## src/rtl/rr_pkg.sv

```systemverilog
package rr_pkg;

    typedef enum logic [0:0] {
        RD_IDLE = 1'b0,
        RD_RUN  = 1'b1
    } rd_state_e;

    localparam int unsigned RR_SEED_W = 32;
    localparam int unsigned RR_SEL_LO = 16;
    localparam int unsigned RR_MULT   = 314159;

endpackage

```

## src/rtl/rr_lcg_step.sv

```systemverilog
module rr_lcg_step #(
    parameter int unsigned SEED_W = 32,
    parameter int unsigned MULT   = 314159
) (
    input  logic [SEED_W-1:0] cur_i,
    output logic [SEED_W-1:0] nxt_o
);

    localparam logic [SEED_W-1:0] MULT_V = SEED_W'(MULT);
    localparam logic [SEED_W-1:0] INC_V  = SEED_W'(1);

    // Wraps modulo 2^SEED_W by truncation to the operand width.
    always_comb begin
        nxt_o = cur_i * MULT_V + INC_V;
    end

endmodule

```

## src/rtl/rr_mod_reduce.sv

```systemverilog
module rr_mod_reduce
    import rr_pkg::*;
#(
    parameter int unsigned IDX_W = 6,
    parameter int unsigned DIV_W = 16
) (
    input  logic                 clk,
    input  logic                 rst_n,
    input  logic                 start_i,
    input  logic [DIV_W-1:0]     dividend_i,
    input  logic [IDX_W:0]       locked_i,
    input  logic [IDX_W:0]       slots_i,
    output logic [IDX_W-1:0]     index_o,
    output logic                 valid_o,
    output logic                 busy_o
);

    localparam int unsigned CNT_W = IDX_W + 1;
    localparam int unsigned REM_W = CNT_W + 1;
    localparam int unsigned CW    = $clog2(DIV_W);
    localparam logic [CW-1:0] LAST = CW'(DIV_W - 1);

    typedef struct packed {
        rd_state_e          st;
        logic [CW-1:0]      cnt;
        logic [DIV_W-1:0]   dvd;
        logic [REM_W-1:0]   rem;
        logic [CNT_W-1:0]   dvs;
        logic [CNT_W-1:0]   base;
        logic [CNT_W-1:0]   lim;
        logic               deg;
        logic [IDX_W-1:0]   idx;
        logic               vld;
    } red_t;

    red_t red_d, red_q;

    logic [REM_W-1:0] shifted;
    logic [REM_W-1:0] rem_new;
    logic [REM_W-1:0] sum_w;
    logic [CNT_W-1:0] lim_m1;

    always_comb begin
        red_d   = red_q;
        red_d.vld = 1'b0;
        shifted = {red_q.rem[CNT_W-1:0], red_q.dvd[DIV_W-1]};
        if (shifted >= {1'b0, red_q.dvs}) begin
            rem_new = shifted - {1'b0, red_q.dvs};
        end else begin
            rem_new = shifted;
        end
        sum_w  = rem_new + {1'b0, red_q.base};
        lim_m1 = slots_i - CNT_W'(1);

        case (red_q.st)
            RD_IDLE: begin
                if (start_i) begin
                    red_d.base = locked_i;
                    red_d.lim  = slots_i;
                    if (locked_i >= slots_i) begin
                        red_d.deg = 1'b1;
                        red_d.idx = lim_m1[IDX_W-1:0];
                        red_d.vld = 1'b1;
                    end else begin
                        red_d.deg = 1'b0;
                        red_d.dvs = slots_i - locked_i;
                        red_d.dvd = dividend_i;
                        red_d.rem = '0;
                        red_d.cnt = '0;
                        red_d.st  = RD_RUN;
                    end
                end
            end
            RD_RUN: begin
                red_d.rem = rem_new;
                red_d.dvd = {red_q.dvd[DIV_W-2:0], 1'b0};
                if (red_q.cnt == LAST) begin
                    red_d.st  = RD_IDLE;
                    red_d.idx = sum_w[IDX_W-1:0];
                    red_d.vld = 1'b1;
                end else begin
                    red_d.cnt = red_q.cnt + CW'(1);
                end
            end
            default: red_d.st = RD_IDLE;
        endcase
    end

    always_ff @(posedge clk) begin
        if (!rst_n) begin
            red_q <= '{st: RD_IDLE, default: '0};
        end else begin
            red_q <= red_d;
        end
    end

    assign index_o = red_q.idx;
    assign valid_o = red_q.vld;
    assign busy_o  = (red_q.st == RD_RUN);

    AST_IDX_WINDOW: assert property (@(posedge clk) disable iff (!rst_n)
        (red_q.vld && !red_q.deg) |-> ((CNT_W'(red_q.idx) >= red_q.base) && (CNT_W'(red_q.idx) < red_q.lim)));

    AST_NO_FREE_SLOT: assert property (@(posedge clk) disable iff (!rst_n)
        (red_q.vld && red_q.deg) |-> (CNT_W'(red_q.idx) == ((red_q.lim - CNT_W'(1)) & CNT_W'((1 << IDX_W) - 1))));

    AST_BUSY_EXCL: assert property (@(posedge clk) disable iff (!rst_n)
        busy_o |-> !valid_o);

    AST_END_PULSE: assert property (@(posedge clk) disable iff (!rst_n)
        $fell(busy_o) |-> valid_o);

endmodule

```

## src/rtl/rr_victim_picker.sv

```systemverilog
module rr_victim_picker
    import rr_pkg::*;
#(
    parameter int unsigned IDX_W  = 6,
    parameter int unsigned SEED_W = RR_SEED_W,
    parameter int unsigned SEL_LO = RR_SEL_LO,
    parameter int unsigned MULT   = RR_MULT
) (
    input  logic             clk,
    input  logic             rst_n,
    input  logic             req_i,
    input  logic [IDX_W:0]   locked_i,
    input  logic [IDX_W:0]   slots_i,
    output logic [IDX_W-1:0] index_o,
    output logic             valid_o,
    output logic             busy_o
);

    localparam int unsigned SEL_W = SEED_W - SEL_LO;

    typedef struct packed {
        logic [SEED_W-1:0] seed;
    } gen_t;

    gen_t gen_d, gen_q;

    logic [SEED_W-1:0] seed_nxt;
    logic              accept;
    logic              busy_w;

    rr_lcg_step #(
        .SEED_W (SEED_W),
        .MULT   (MULT)
    ) lcg_i (
        .cur_i (gen_q.seed),
        .nxt_o (seed_nxt)
    );

    always_comb begin
        accept = req_i && !busy_w;
        gen_d  = gen_q;
        if (accept) begin
            gen_d.seed = seed_nxt;
        end
    end

    always_ff @(posedge clk) begin
        if (!rst_n) begin
            gen_q <= '0;
        end else begin
            gen_q <= gen_d;
        end
    end

    rr_mod_reduce #(
        .IDX_W (IDX_W),
        .DIV_W (SEL_W)
    ) red_i (
        .clk        (clk),
        .rst_n      (rst_n),
        .start_i    (accept),
        .dividend_i (seed_nxt[SEED_W-1:SEL_LO]),
        .locked_i   (locked_i),
        .slots_i    (slots_i),
        .index_o    (index_o),
        .valid_o    (valid_o),
        .busy_o     (busy_w)
    );

    assign busy_o = busy_w;

    AST_HOLD_WHEN_BUSY: assert property (@(posedge clk) disable iff (!rst_n)
        (req_i && busy_w) |=> $stable(gen_q.seed));

    AST_START_REACT: assert property (@(posedge clk) disable iff (!rst_n)
        (req_i && !busy_w) |=> (busy_w || valid_o));

endmodule

```

## config.mk

```make
export PLATFORM = sky130hd
export DESIGN_NAME = rr_victim_picker
export DESIGN_NICKNAME = d
export VERILOG_FILES = /design/src/rtl/rr_pkg.sv /design/src/rtl/rr_lcg_step.sv /design/src/rtl/rr_mod_reduce.sv /design/src/rtl/rr_victim_picker.sv
export SDC_FILE = /design/constraint.sdc
export NUM_CORES = 1
export LEC_CHECK = 0
export BUFFER_PORTS_ARGS = -buffer_cell sky130_fd_sc_hd__buf_2
export CAP_MARGIN = 40
export CORE_MARGIN = 1.5
export CORE_UTILIZATION = 35
export DETAILED_ROUTE_END_ITERATION = 10
export PLACE_DENSITY = 0.6
export SLEW_MARGIN = 15
export SYNTH_ARGS = -nofsm -noshare
export SYNTH_HDL_FRONTEND = slang
export SYNTH_SLANG_ARGS = --single-unit
```

## constraint.sdc

```tcl
create_clock -name clk -period 16.72 [get_ports clk]
set_input_delay 1.672 -clock clk [delete_from_list [all_inputs] [get_ports clk]]
set_output_delay 1.672 -clock clk [all_outputs]
set_load 0.01 [all_outputs]
```

==> results.cfg <==
[worst_setup_path]
cpLargestDelayFamily = adder cells
end_kind = register
critPathRequiredTime_ps = 16960
start_kind = register
crit_buf_inv = 6
path_class = reg2reg
crit_slowest_cell = dfxtp_1
cp.depth = 21
arrival_ps = 6500
max_stage_delay_ps = 580
cpMostUsedCell = inv_1
critPathMaxFanout = 6
rr_worst_depth = 21
path_cells = inv_1, fa_1, inv_1, ha_1, inv_1, fa_1, inv_1, fa_1, fa_1, inv_1, fa_1, inv_1, ha_1, a21o_1, and3_2, nor3b_4, a211oi_2, o31ai_2, o21ba_4, nor4b_1, a311o_1

[clock_tree]
cts_root_buf = clkbuf_16
cts_tree = yes
clk_path_buf_depth = 2
post_cts_buffers = 0
clk_pin_slew_worst_paths_ps = 70
cts_buffers = 9
clk_latency_ps = 350
holdBufCountCts = 0
cts_resized = 0
cts_sinks = 80
cts-htree-levels = 3

[sta]
setup_viol = 0
rsz0062_at_grt = no
finalHoldViolations = 0
slew_headroom_pct = 44.7
fmaxAchievable_mhz = 160
skew_ps = 8.14
fin_crit_sh_pct = 37.5
period_needed_ps = 6270
timing.setup.tns_ps = 0
maxSlewViolCount = 0
tightestPinTransition_ps = 829

[route]
ant_nets = 0
drc = 0
drt_iter0_markers = 476
wire_per_inst_um = 15.7
num_vias = 8872
post_drt_via_cell_ratio = 4.76
drt_wl_total_um = 29300
drt_first_pass_iters = 5

[placement]
place_hpwl_um = 24700
globalplace.congestion = 0.882
numPortBuffers = 24

[layout]
diodes = 0
drive_above_1_share_pct = 4.47
nets = 1774
seq_area_um2 = 1600
fillers = 3543
multi_input_area_um2 = 9000
area_growth_pct = 6.78

[run_status]
run_status = completed

[global_routing]
grt.total_usage_pct = 17.4
grt_max_degree = 66
grt_remaining_overflow = 0
grt_pass1_vias = 9455
antenna_found_initial = 0
grt_first_pass_wirelength_um = 49700

[synthesis]
ys_seq_area_share_pct = 12.9
synth_nets = 1772
syn_inst = 1403
synth_edf_count = 0
synth_flop_cell = dfxtp_1
ys_async_sr_fraction_pct = 0
ys_ff_latch = 80
synth_cell_types = 68
yosysWarnings = 0
syn_area_um2 = 12400
postSynthAreaPerCell_um2 = 8.85

[die]
chipHeight_um = 191
start_util_pct = 35.8
die-width_um = 191
rows = 68
dieArea_um2 = 36600
ios = 25
core_area_um2 = 34700

[job]
maxCapViolCount = 0

[worst_hold_path]
holdCritPathClass = reg2reg
hold_depth = 2
[sequential cells by signal, summed over array words and instances (netlist names)]
| register | flops |
|---|---|
| red_i.index_o | 6 |
| red_i.busy_o | 1 |
| red_i.valid_o | 1 |
| red_i.red_q | 40 |
| gen_q | 32 |
[synthesized netlist by cell type, drive strengths merged (4+ instances only)]
library cell	number	area (um^2)
clkbuf	28	135
nor3	11	55.1
a21o	18	135
o221ai	13	114
inv	427	1600
nand4	5	31.3
a21boi	20	150
dfxtp	80	1600
nand2b	4	25.0
a22oi	7	52.6
nor2	25	93.8
nor3b	7	63.8
and2	19	119
xor2	20	175
o211ai	4	35.0
xnor2	42	368
nor2b	11	68.8
o211a	7	70.1
o22ai	6	37.5
o21a	17	128
nand4b	4	35.0
nand3	25	125
nor4	4	25.0
o21ai	49	249
a21oi	43	219
a211oi	6	50.1
or3	7	43.8
nand2	79	297
or2	4	25.0
ha	167	2090
and3	15	95.1
buf	10	73.8
fa	185	3700
[kinds of logic after synthesis]
logic type | count (synthesis) | synth area share, %
AO/OA/AOI/OAI | 213 | 11.8
XOR/XNOR | 62 | 4.37
adder cells (fa/ha/maj) | 352 | 46.7
buffers and inverters | 465 | 14.6
flip-flops | 80 | 12.9
multiplexers | 4 | 0.343
AND/OR/NAND/NOR | 227 | 9.38
[metal layers]
metal | GRT usage (%) | wire, um
met5 | 0 | 0
met4 | 4.96 | 780
met3 | 1.60 | 821
met2 | 29.3 | 13900
met1 | 23.8 | 13800
[cell usage in the layout (no fill, tap or decap), drive strengths merged, types with 10 or more instances in the layout]
master / Yosys / layout
a21boi: 20 / 20
xnor2: 42 / 42
clkbuf: 28 / 10
o221ai: 13 / 13
buf: 10 / 29
nand2: 79 / 79
o21ai: 49 / 49
inv: 427 / 429
o21a: 17 / 17
a21oi: 43 / 43
nor3: 11 / 11
nand3: 25 / 25
nor2b: 11 / 11
dfxtp: 80 / 80
fa: 185 / 185
nor2: 25 / 25
and3: 15 / 15
xor2: 20 / 20
ha: 167 / 167
and2: 19 / 19
a21o: 18 / 18
[stage by stage]
stage	cell area (um^2)	hold WS (ps)	setup WS, ps	util (%)	instances
2_1_floorplan	12400	441	11150	-	1403
3_3_place_gp	12900	454	10450	37.2	1847
3_5_place_dp	12900	458	10440	37.3	1848
4_1_cts	13200	467	10380	38.1	1864
5_1_grt	13300	489	10070	38.2	1865
6_report	13300	466	10450	38.2	1865
[cell type report]
cell class	instances	area share, %
multi-input cells	858	67.9
well taps	455	4.29
clock buffers	10	1.73
flip-flops and latches	80	12.1
repair buffers	29	1.40
clock inverters	6	0.510
inverters	427	12.1
[tightest hold or removal path, stage by stage (launching register included)]
cell and delay (ps):
dfxtp_1 310, nand2_1 50, a21boi_0 60
[worst paths after layout]
check / startpoint / to / slack, ps
worst max-delay path: gen_q[13] / gen_q[29] / 10450
worst min-delay path: red_i.red_q[24] / red_i.red_q[24] / 470
worst max register to register: gen_q[13] / gen_q[29] / 10450
worst min register to register: red_i.red_q[24] / red_i.red_q[24] / 470
Power is not shown: default switching activity piles up to over one toggle a cycle in this logic, so the estimate is an artifact.
